**src/rtl/fwd_pkg.sv**
```systemverilog
package fwd_pkg;

    typedef enum logic [1:0] {
        FWD_RF  = 2'b00,
        FWD_OLD = 2'b01,
        FWD_NEW = 2'b10
    } fwd_sel_e;

    localparam int NUM_OPND = 2;

endpackage

```
**src/rtl/fwd_hit.sv**
```systemverilog
module fwd_hit #(
    parameter int REG_W = 5
) (
    input  logic             wr_en,
    input  logic [REG_W-1:0] dst,
    input  logic [REG_W-1:0] src,
    output logic             hit
);

    typedef struct packed {
        logic writes;
        logic nonzero;
        logic same;
    } hit_terms_t;

    hit_terms_t terms_d;
    logic       hit_d;

    always_comb begin
        terms_d.writes  = wr_en;
        terms_d.nonzero = |dst;
        terms_d.same    = (dst == src);
        hit_d           = terms_d.writes & terms_d.nonzero & terms_d.same;
    end

    assign hit = hit_d;

endmodule

```
**src/rtl/fwd_pick.sv**
```systemverilog
module fwd_pick
    import fwd_pkg::*;
(
    input  logic     hit_new,
    input  logic     hit_old,
    output fwd_sel_e sel
);

    fwd_sel_e sel_d;

    always_comb begin
        sel_d = FWD_RF;
        if (hit_new) begin
            sel_d = FWD_NEW;
        end else if (hit_old) begin
            sel_d = FWD_OLD;
        end
    end

    assign sel = sel_d;

endmodule

```
**src/rtl/fwd_opmux.sv**
```systemverilog
module fwd_opmux
    import fwd_pkg::*;
#(
    parameter int DATA_W = 32
) (
    input  fwd_sel_e          sel,
    input  logic [DATA_W-1:0] rf_val,
    input  logic [DATA_W-1:0] new_val,
    input  logic [DATA_W-1:0] old_val,
    output logic [DATA_W-1:0] out_val
);

    logic [DATA_W-1:0] out_d;

    always_comb begin
        unique case (sel)
            FWD_NEW: out_d = new_val;
            FWD_OLD: out_d = old_val;
            default: out_d = rf_val;
        endcase
    end

    assign out_val = out_d;

endmodule

```
**src/rtl/fwd_operand.sv**
```systemverilog
module fwd_operand
    import fwd_pkg::*;
#(
    parameter int REG_W  = 5,
    parameter int DATA_W = 32
) (
    input  logic [REG_W-1:0]  src,
    input  logic              new_wen,
    input  logic [REG_W-1:0]  new_dst,
    input  logic [DATA_W-1:0] new_val,
    input  logic              old_wen,
    input  logic [REG_W-1:0]  old_dst,
    input  logic [DATA_W-1:0] old_val,
    input  logic [DATA_W-1:0] rf_val,
    output fwd_sel_e          sel,
    output logic [DATA_W-1:0] out_val
);

    logic hit_new;
    logic hit_old;

    fwd_hit #(.REG_W(REG_W)) u_hit_new (
        .wr_en (new_wen),
        .dst   (new_dst),
        .src   (src),
        .hit   (hit_new)
    );

    fwd_hit #(.REG_W(REG_W)) u_hit_old (
        .wr_en (old_wen),
        .dst   (old_dst),
        .src   (src),
        .hit   (hit_old)
    );

    fwd_pick u_pick (
        .hit_new (hit_new),
        .hit_old (hit_old),
        .sel     (sel)
    );

    fwd_opmux #(.DATA_W(DATA_W)) u_mux (
        .sel     (sel),
        .rf_val  (rf_val),
        .new_val (new_val),
        .old_val (old_val),
        .out_val (out_val)
    );

    // Port-level checks: the select is related back to the raw stage fields.
    always_comb begin
        if (sel == FWD_NEW) begin
            AST_NEW_SRC_QUALIFIES: assert (new_wen && (new_dst == src) && (src != '0)) else $error("newer select without a qualifying stage");
        end
        if (sel == FWD_OLD) begin
            AST_OLD_NOT_SHADOWED: assert (old_wen && (old_dst == src) && (src != '0) && !(new_wen && (new_dst == src))) else $error("older select while newer qualifies");
        end
        if (src == '0) begin
            AST_ZERO_REG_LOCAL: assert (sel == FWD_RF) else $error("register zero forwarded");
        end
        if (!new_wen && !old_wen) begin
            AST_NO_WRITER_NO_FWD: assert (sel == FWD_RF) else $error("forwarding with no writer");
        end
        if (new_wen && (new_dst == src) && (src != '0)) begin
            AST_NEWER_WINS: assert (sel == FWD_NEW) else $error("qualifying newer stage not chosen");
        end
        AST_OUT_FOLLOWS_SEL: assert (out_val == ((sel == FWD_NEW) ? new_val : (sel == FWD_OLD) ? old_val : rf_val)) else $error("operand does not match select");
    end

endmodule

```
**src/rtl/operand_forward.sv**
```systemverilog
module operand_forward
    import fwd_pkg::*;
#(
    parameter int REG_W  = 5,
    parameter int DATA_W = 32
) (
    input  logic [REG_W-1:0]  ex_src_a,
    input  logic [REG_W-1:0]  ex_src_b,
    input  logic              new_wen,
    input  logic [REG_W-1:0]  new_dst,
    input  logic [DATA_W-1:0] new_val,
    input  logic              old_wen,
    input  logic [REG_W-1:0]  old_dst,
    input  logic [DATA_W-1:0] old_val,
    input  logic [DATA_W-1:0] rf_val_a,
    input  logic [DATA_W-1:0] rf_val_b,
    output logic [1:0]        sel_a,
    output logic [1:0]        sel_b,
    output logic [DATA_W-1:0] opnd_a,
    output logic [DATA_W-1:0] opnd_b
);

    typedef struct packed {
        logic [REG_W-1:0]  src;
        logic [DATA_W-1:0] rf;
    } opnd_in_t;

    opnd_in_t          in_d   [NUM_OPND];
    fwd_sel_e          sel_d  [NUM_OPND];
    logic [DATA_W-1:0] val_d  [NUM_OPND];

    always_comb begin
        in_d[0].src = ex_src_a;
        in_d[0].rf  = rf_val_a;
        in_d[1].src = ex_src_b;
        in_d[1].rf  = rf_val_b;
    end

    for (genvar g = 0; g < NUM_OPND; g++) begin : g_opnd
        fwd_operand #(
            .REG_W  (REG_W),
            .DATA_W (DATA_W)
        ) u_opnd (
            .src     (in_d[g].src),
            .new_wen (new_wen),
            .new_dst (new_dst),
            .new_val (new_val),
            .old_wen (old_wen),
            .old_dst (old_dst),
            .old_val (old_val),
            .rf_val  (in_d[g].rf),
            .sel     (sel_d[g]),
            .out_val (val_d[g])
        );
    end

    assign sel_a  = sel_d[0];
    assign sel_b  = sel_d[1];
    assign opnd_a = val_d[0];
    assign opnd_b = val_d[1];

    always_comb begin
        AST_SEL_A_LEGAL: assert (sel_a != 2'b11) else $error("illegal select on A");
        AST_SEL_B_LEGAL: assert (sel_b != 2'b11) else $error("illegal select on B");
        if ((ex_src_a == ex_src_b)) begin
            AST_SAME_SRC_SAME_SEL: assert (sel_a == sel_b) else $error("identical sources disagree");
        end
    end

endmodule

```
**config.mk**
```make
export PLATFORM = sky130hd
export DESIGN_NAME = operand_forward
export DESIGN_NICKNAME = d
export VERILOG_FILES = /design/src/rtl/fwd_pkg.sv /design/src/rtl/fwd_hit.sv /design/src/rtl/fwd_pick.sv /design/src/rtl/fwd_opmux.sv /design/src/rtl/fwd_operand.sv /design/src/rtl/operand_forward.sv
export SDC_FILE = /design/constraint.sdc
export NUM_CORES = 1
export LEC_CHECK = 0
export BUFFER_PORTS_ARGS = -buffer_cell sky130_fd_sc_hd__buf_2
export CAP_MARGIN = 5
export CORE_AREA = 2 2 84 86
export DETAILED_ROUTE_END_ITERATION = 8
export DIE_AREA = 0 0 86 88
export PLACE_DENSITY = 0.75
export SLEW_MARGIN = 20
export SYNTH_ARGS = -nofsm -noshare
export SYNTH_HDL_FRONTEND = slang
export SYNTH_SLANG_ARGS = --single-unit
```
**constraint.sdc**
```tcl
create_clock -name vclk -period 1.6
set_input_delay 0 -clock vclk [all_inputs]
set_output_delay 0 -clock vclk [all_outputs]
set_load 0.1 [all_outputs]
```
==> qor.txt, run 1 <==
Status = did not finish
Stop stage = 4_1_cts
Error msg = [ERROR DPL-0038] Utilization greater than 100%, impossible to legalize
Yosys warning count = 0
Syn nets = 512
Post-synth top area share = 21.71%
Hold-fix buffers, CTS = 0
Largest area contributor in the netlist = o31ai_1
Cts repair resizes = 90
Most instantiated cells after synthesis = nand4_1, nor3_1, a31oi_1, o31ai_1, clkbuf_1
Post-synthesis sequential area ratio = 0%
Largest cells by area after synthesis = o31ai_1, nand4_1, a31oi_1, nor3_1, clkbuf_1
Synth cell types = 21
Routability congestion estimate = 1.037
Post-detail-place hpwl = 14.00 mm
Die W = 86 µm
Synth Area per Inst = 6.114 µm²
Mapped cell area = 2213 µm²
Die Span Y = 88 µm
Gate Count Post-Synth = 362
# rows = 30
Port Buf Inserts = 218
Post CTS Setup Buffer Count = 15
IO Pins = 218
Initial Utilization = 33.31%
[cells by family after synthesis]
group,count (synthesis),share of synthesized area (%)
xor gates and xnor gates,20,7.914
AOI/OAI and AO/OA,132,41.49
buffers and inverters,66,13.00
and+or+nand+nor,144,37.59
[metrics by stage]
stage | std cells | setup WS, ns | area (µm²) | util [%]
after floorplan | 362 | -0.5630 | 3437 | -
after global placement | 689 | -0.1803 | 6162 | 92.75
after detailed placement | 689 | -0.3379 | 6162 | 92.75
==> run 2: changes to the inputs <==
--- a/config.mk
+++ b/config.mk
@@ -7,10 +7,10 @@
 export LEC_CHECK = 0
 export BUFFER_PORTS_ARGS = -buffer_cell sky130_fd_sc_hd__buf_2
 export CAP_MARGIN = 5
-export CORE_AREA = 2 2 84 86
+export CORE_MARGIN = 2
+export CORE_UTILIZATION = 25
 export DETAILED_ROUTE_END_ITERATION = 8
-export DIE_AREA = 0 0 86 88
-export PLACE_DENSITY = 0.75
+export PLACE_DENSITY_LB_ADDON = 0.15
 export SLEW_MARGIN = 20
 export SYNTH_ARGS = -nofsm -noshare
 export SYNTH_HDL_FRONTEND = slang
==> run 2 against run 1 <==
  * Synthesized cell count unchanged
  * Area after synthesis unchanged
  * The flow now finishes, with violations (setup timing)
==> qor.txt, run 2 <==
Status = finished with violations
Failing checks = setup timing
CP Launch Type = input pin
IO Pins = 218 (unchanged)
Least-Margin Pin Slew = 0.5690 ns
Final period utilization = 114.4%
Via count = 5032
Hold Path Class = in2out
WL per Instance = 27.03 µm
Most common cell after layout, fill and taps aside = buf_2
Vias in the first global route = 5320
Share of layout cells above drive strength 1 = 77.73%
Gate Count Post-Synth = 362 (unchanged)
CP Capture Type = output pin
CP bufs+invs = 5
Setup violators final = 68
WL final = 20.28 mm
Most used cell, CP = buf_12
Area Overhead vs Synth = 242.3%
Port Buf Inserts = 218 (unchanged)
Post-synth top area share = 21.71% (unchanged)
First-pass GRT wire length = 28.58 mm
Seq cells = 0
CP Max Fanout = 6
Worst vdd ir = 0.3400 mV
CP required = 1.60 ns
Number of max-cap violations = 0
Worst endpoint data arrival time = 1.83 ns
Fmax = 0.5465 GHz
Post-synthesis sequential area ratio = 0% (unchanged)
Largest delay share family, worst path = buffers and inverters
N_diodes = 0
Most instantiated cells after synthesis = nand4_1, nor3_1, a31oi_1, o31ai_1, clkbuf_1
Initial DRC Count = 393
Routability congestion estimate = 0.9708 (-6.4%)
Yosys warning count = 0 (unchanged)
# rows = 34 (+13%)
Mapped cell area = 2213 µm² (unchanged)
Slew headroom = 62.07%
Hold-fix buffers, CTS = 0 (unchanged)
Setup WS post-layout = -0.2297 ns
Critical path class = in2out
Syn nets = 512 (unchanged)
Die W = 98.09 µm (+14%)
Leakage = 2.754 nW
CP cell instances = buf_8 -> or4_4 -> o21ai_4 -> buf_12 -> buf_12 -> clkbuf_16 -> o31ai_4 -> a31oi_4 -> buf_12
Core box area = 8636 µm²
Total gr overflow = 0
Die area = 9622 µm²
Critical path's largest stage delay = 0.56 ns
Largest net degree at the start of global routing = 35
Final #Nets = 794
Most frequent cells in the layout = buf_2, buf_12, nand4_1, a31oi_4, buf_4
Fill count = 384
DR DRC count = 0
PwrDens = 461.2 nW/µm²
Multi-input logic area = 3665 µm²
Crit path time final = 1.830 ns
Largest area contributor in the netlist = o31ai_1
Setup TNS = -11.72 ns
Initial antenna violation count = 0
Post-DR vias/cell = 6.709
Post-detail-place hpwl = 11.87 mm (-15%)
RSZ-0062 raised after global routing = yes
Final ANT Viol Nets = 0
Largest cells by area after synthesis = o31ai_1, nand4_1, a31oi_1, nor3_1, clkbuf_1
Fin Hold WS = 0.4121 ns
Fin. max-slew vios = 0
Synth Area per Inst = 6.114 µm² (unchanged)
Slowest stage cell, crit path = or4_4
DRT Pass-1 Iters = 6
Clock buffer count = 0
GR Util All Layers = 36.69%
Sequential cell area = 0 µm²
Synth cell types = 21 (unchanged)
Initial Utilization = 25.63% (-7.7 points)
Die Span Y = 98.09 µm (+11%)
Final count of hold timing violations = 0
-- run 2: cell counts after synthesis --
Identical to the previous run, type by type.
-- run 2: path summary, 6_finish.rpt --
kind                     start         end  slack [ns]  cells after the start
hold / removal    rf_val_a[20]  opnd_a[20]        0.41                      4
setup / recovery    old_dst[3]   opnd_a[1]       -0.23                      9
-- run 2: power by group --
| part | switching (W) | leakage (nW) | internal, W |
|---|---|---|---|
| combinational | 0.00212 | 2.75 | 0.00137 |
| sequential | 0 | 0 | 0 |
| clock | 0 | 0 | 0 |
| total | 0.00212 | 2.75 | 0.00137 |
-- run 2: tightest hold or removal path, cell delays in order --
cell and delay, ns:
buf_2 0.11, o31ai_4 0.06, a31oi_4 0.08, buf_12 0.16
-- run 2: metrics by stage --
stage | instances | area [µm²] | power [W] | setup slack, ns | util [%]
finish | 750 | 7576 | 0.003494 | -0.2297 | 87.73
global route | 750 | 7576 | 0.003561 | -0.2541 | 87.73
CTS | 760 | 7380 | 0.003363 | -0.2289 | 85.45
detailed placement | 720 | 6087 | 0.002910 | -0.2552 | 70.49
global placement | 720 | 6087 | 0.002884 | -0.2435 | 70.49
floorplan | 362 | 3437 | 0.001730 | -0.5630 | -
-- run 2: cell families (layout without fill, tap and decap cells) --
logic type	after synthesis	after routing	share of synthesized area, %
simple gates	144	144	37.59
buf+inv	66	346	13.00
compound gates	132	132	41.49
xor+xnor	20	20	7.914
-- run 2: final cells by class --
class                           instances  share of cell area (%)
Tap cell                              108                   1.784
Inverter                                2                  0.1982
Timing Repair Buffer                  344                   49.64
Multi-Input combinational cell        296                   48.37
-- run 2: repair_timing --
| item | 4_1_cts | 5_1_grt |
|---|---|---|
| resized for setup | 152 | 79 |
| cloned | 13 | 2 |
| hold endpoints to repair | 0 | 0 |
| pin swaps | 34 | 73 |
| buffers inserted | 30 | 14 |
| endpoints found under the setup margin | 68 | 67 |
-- run 2: metal layers --
layer	track usage [%]	wire, µm	vias up	part of all wire (%)
li1	-	-	2077	-
met4	19.34	1631	0	8.0
met2	70.13	10420	465	51
met1	38.14	6513	2339	32
met3	5.583	1710	151	8.4
met5	0	0	-	0
Note: power is estimated with default switching activity, not from simulation.
==> run 3: changes to the inputs <==
--- a/config.mk
+++ b/config.mk
@@ -7,9 +7,9 @@
 export LEC_CHECK = 0
 export BUFFER_PORTS_ARGS = -buffer_cell sky130_fd_sc_hd__buf_2
 export CAP_MARGIN = 5
-export CORE_MARGIN = 2
-export CORE_UTILIZATION = 25
+export CORE_AREA = 2 2 84 86
 export DETAILED_ROUTE_END_ITERATION = 8
+export DIE_AREA = 0 0 86 88
 export PLACE_DENSITY_LB_ADDON = 0.15
 export SLEW_MARGIN = 20
 export SYNTH_ARGS = -nofsm -noshare
==> run 3 against run 2 <==
  * Area after synthesis stayed put
  * The flow now stops in 4_1_cts
  * Synthesized cell count stayed put
==> qor.txt, run 3 <==
Mapped cell area = 2213 µm² (unchanged)
Post-detail-place hpwl = 14.12 mm (+19%)
Cts repair resizes = 128 (-16%)
Die Span Y = 88 µm (-10%)
Syn nets = 512 (unchanged)
Initial Utilization = 33.31% (+7.7 points)
Synth Area per Inst = 6.114 µm² (unchanged)
Post-synthesis sequential area ratio = 0% (unchanged)
Pre-CTS setup slack = -0.3118 ns (-0.05660 ns)
Port Buf Inserts = 218 (unchanged)
Post CTS Setup Buffer Count = 21 (-30%)
Largest area contributor in the netlist = o31ai_1
Most instantiated cells after synthesis = nand4_1, nor3_1, a31oi_1, o31ai_1, clkbuf_1
Post-synth top area share = 21.71% (unchanged)
Error msg = [ERROR DPL-0038] Utilization greater than 100%, impossible to legalize
Largest cells by area after synthesis = o31ai_1, nand4_1, a31oi_1, nor3_1, clkbuf_1
Synth cell types = 21 (unchanged)
Die W = 86 µm (-12%)
Yosys warning count = 0 (unchanged)
Routability congestion estimate = 0.9749 (+0.42%)
# rows = 30 (-12%)
Hold-fix buffers, CTS = 0 (unchanged)
Stop stage = 4_1_cts
Gate Count Post-Synth = 362 (unchanged)
IO Pins = 218 (unchanged)
Status = did not finish
==> run 3: cell counts after synthesis <==
No cell type changed its count.
==> run 3: through the flow <==
stage	cells	util, %	hold slack, ns	instance area [µm²]
2_1_floorplan	362	-	0.3436	3437
3_5_place_dp	700	92.81	0.4425	6166
3_3_place_gp	700	92.81	0.4382	6166
==> run 3: logic make-up after synthesis <==
| logic type | share of synthesized area [%] |
|---|---|
| XOR/XNOR | 7.914 |
| buffers and inverters | 13.00 |
| AND/OR/NAND/NOR | 37.59 |
| AO/OA/AOI/OAI | 41.49 |
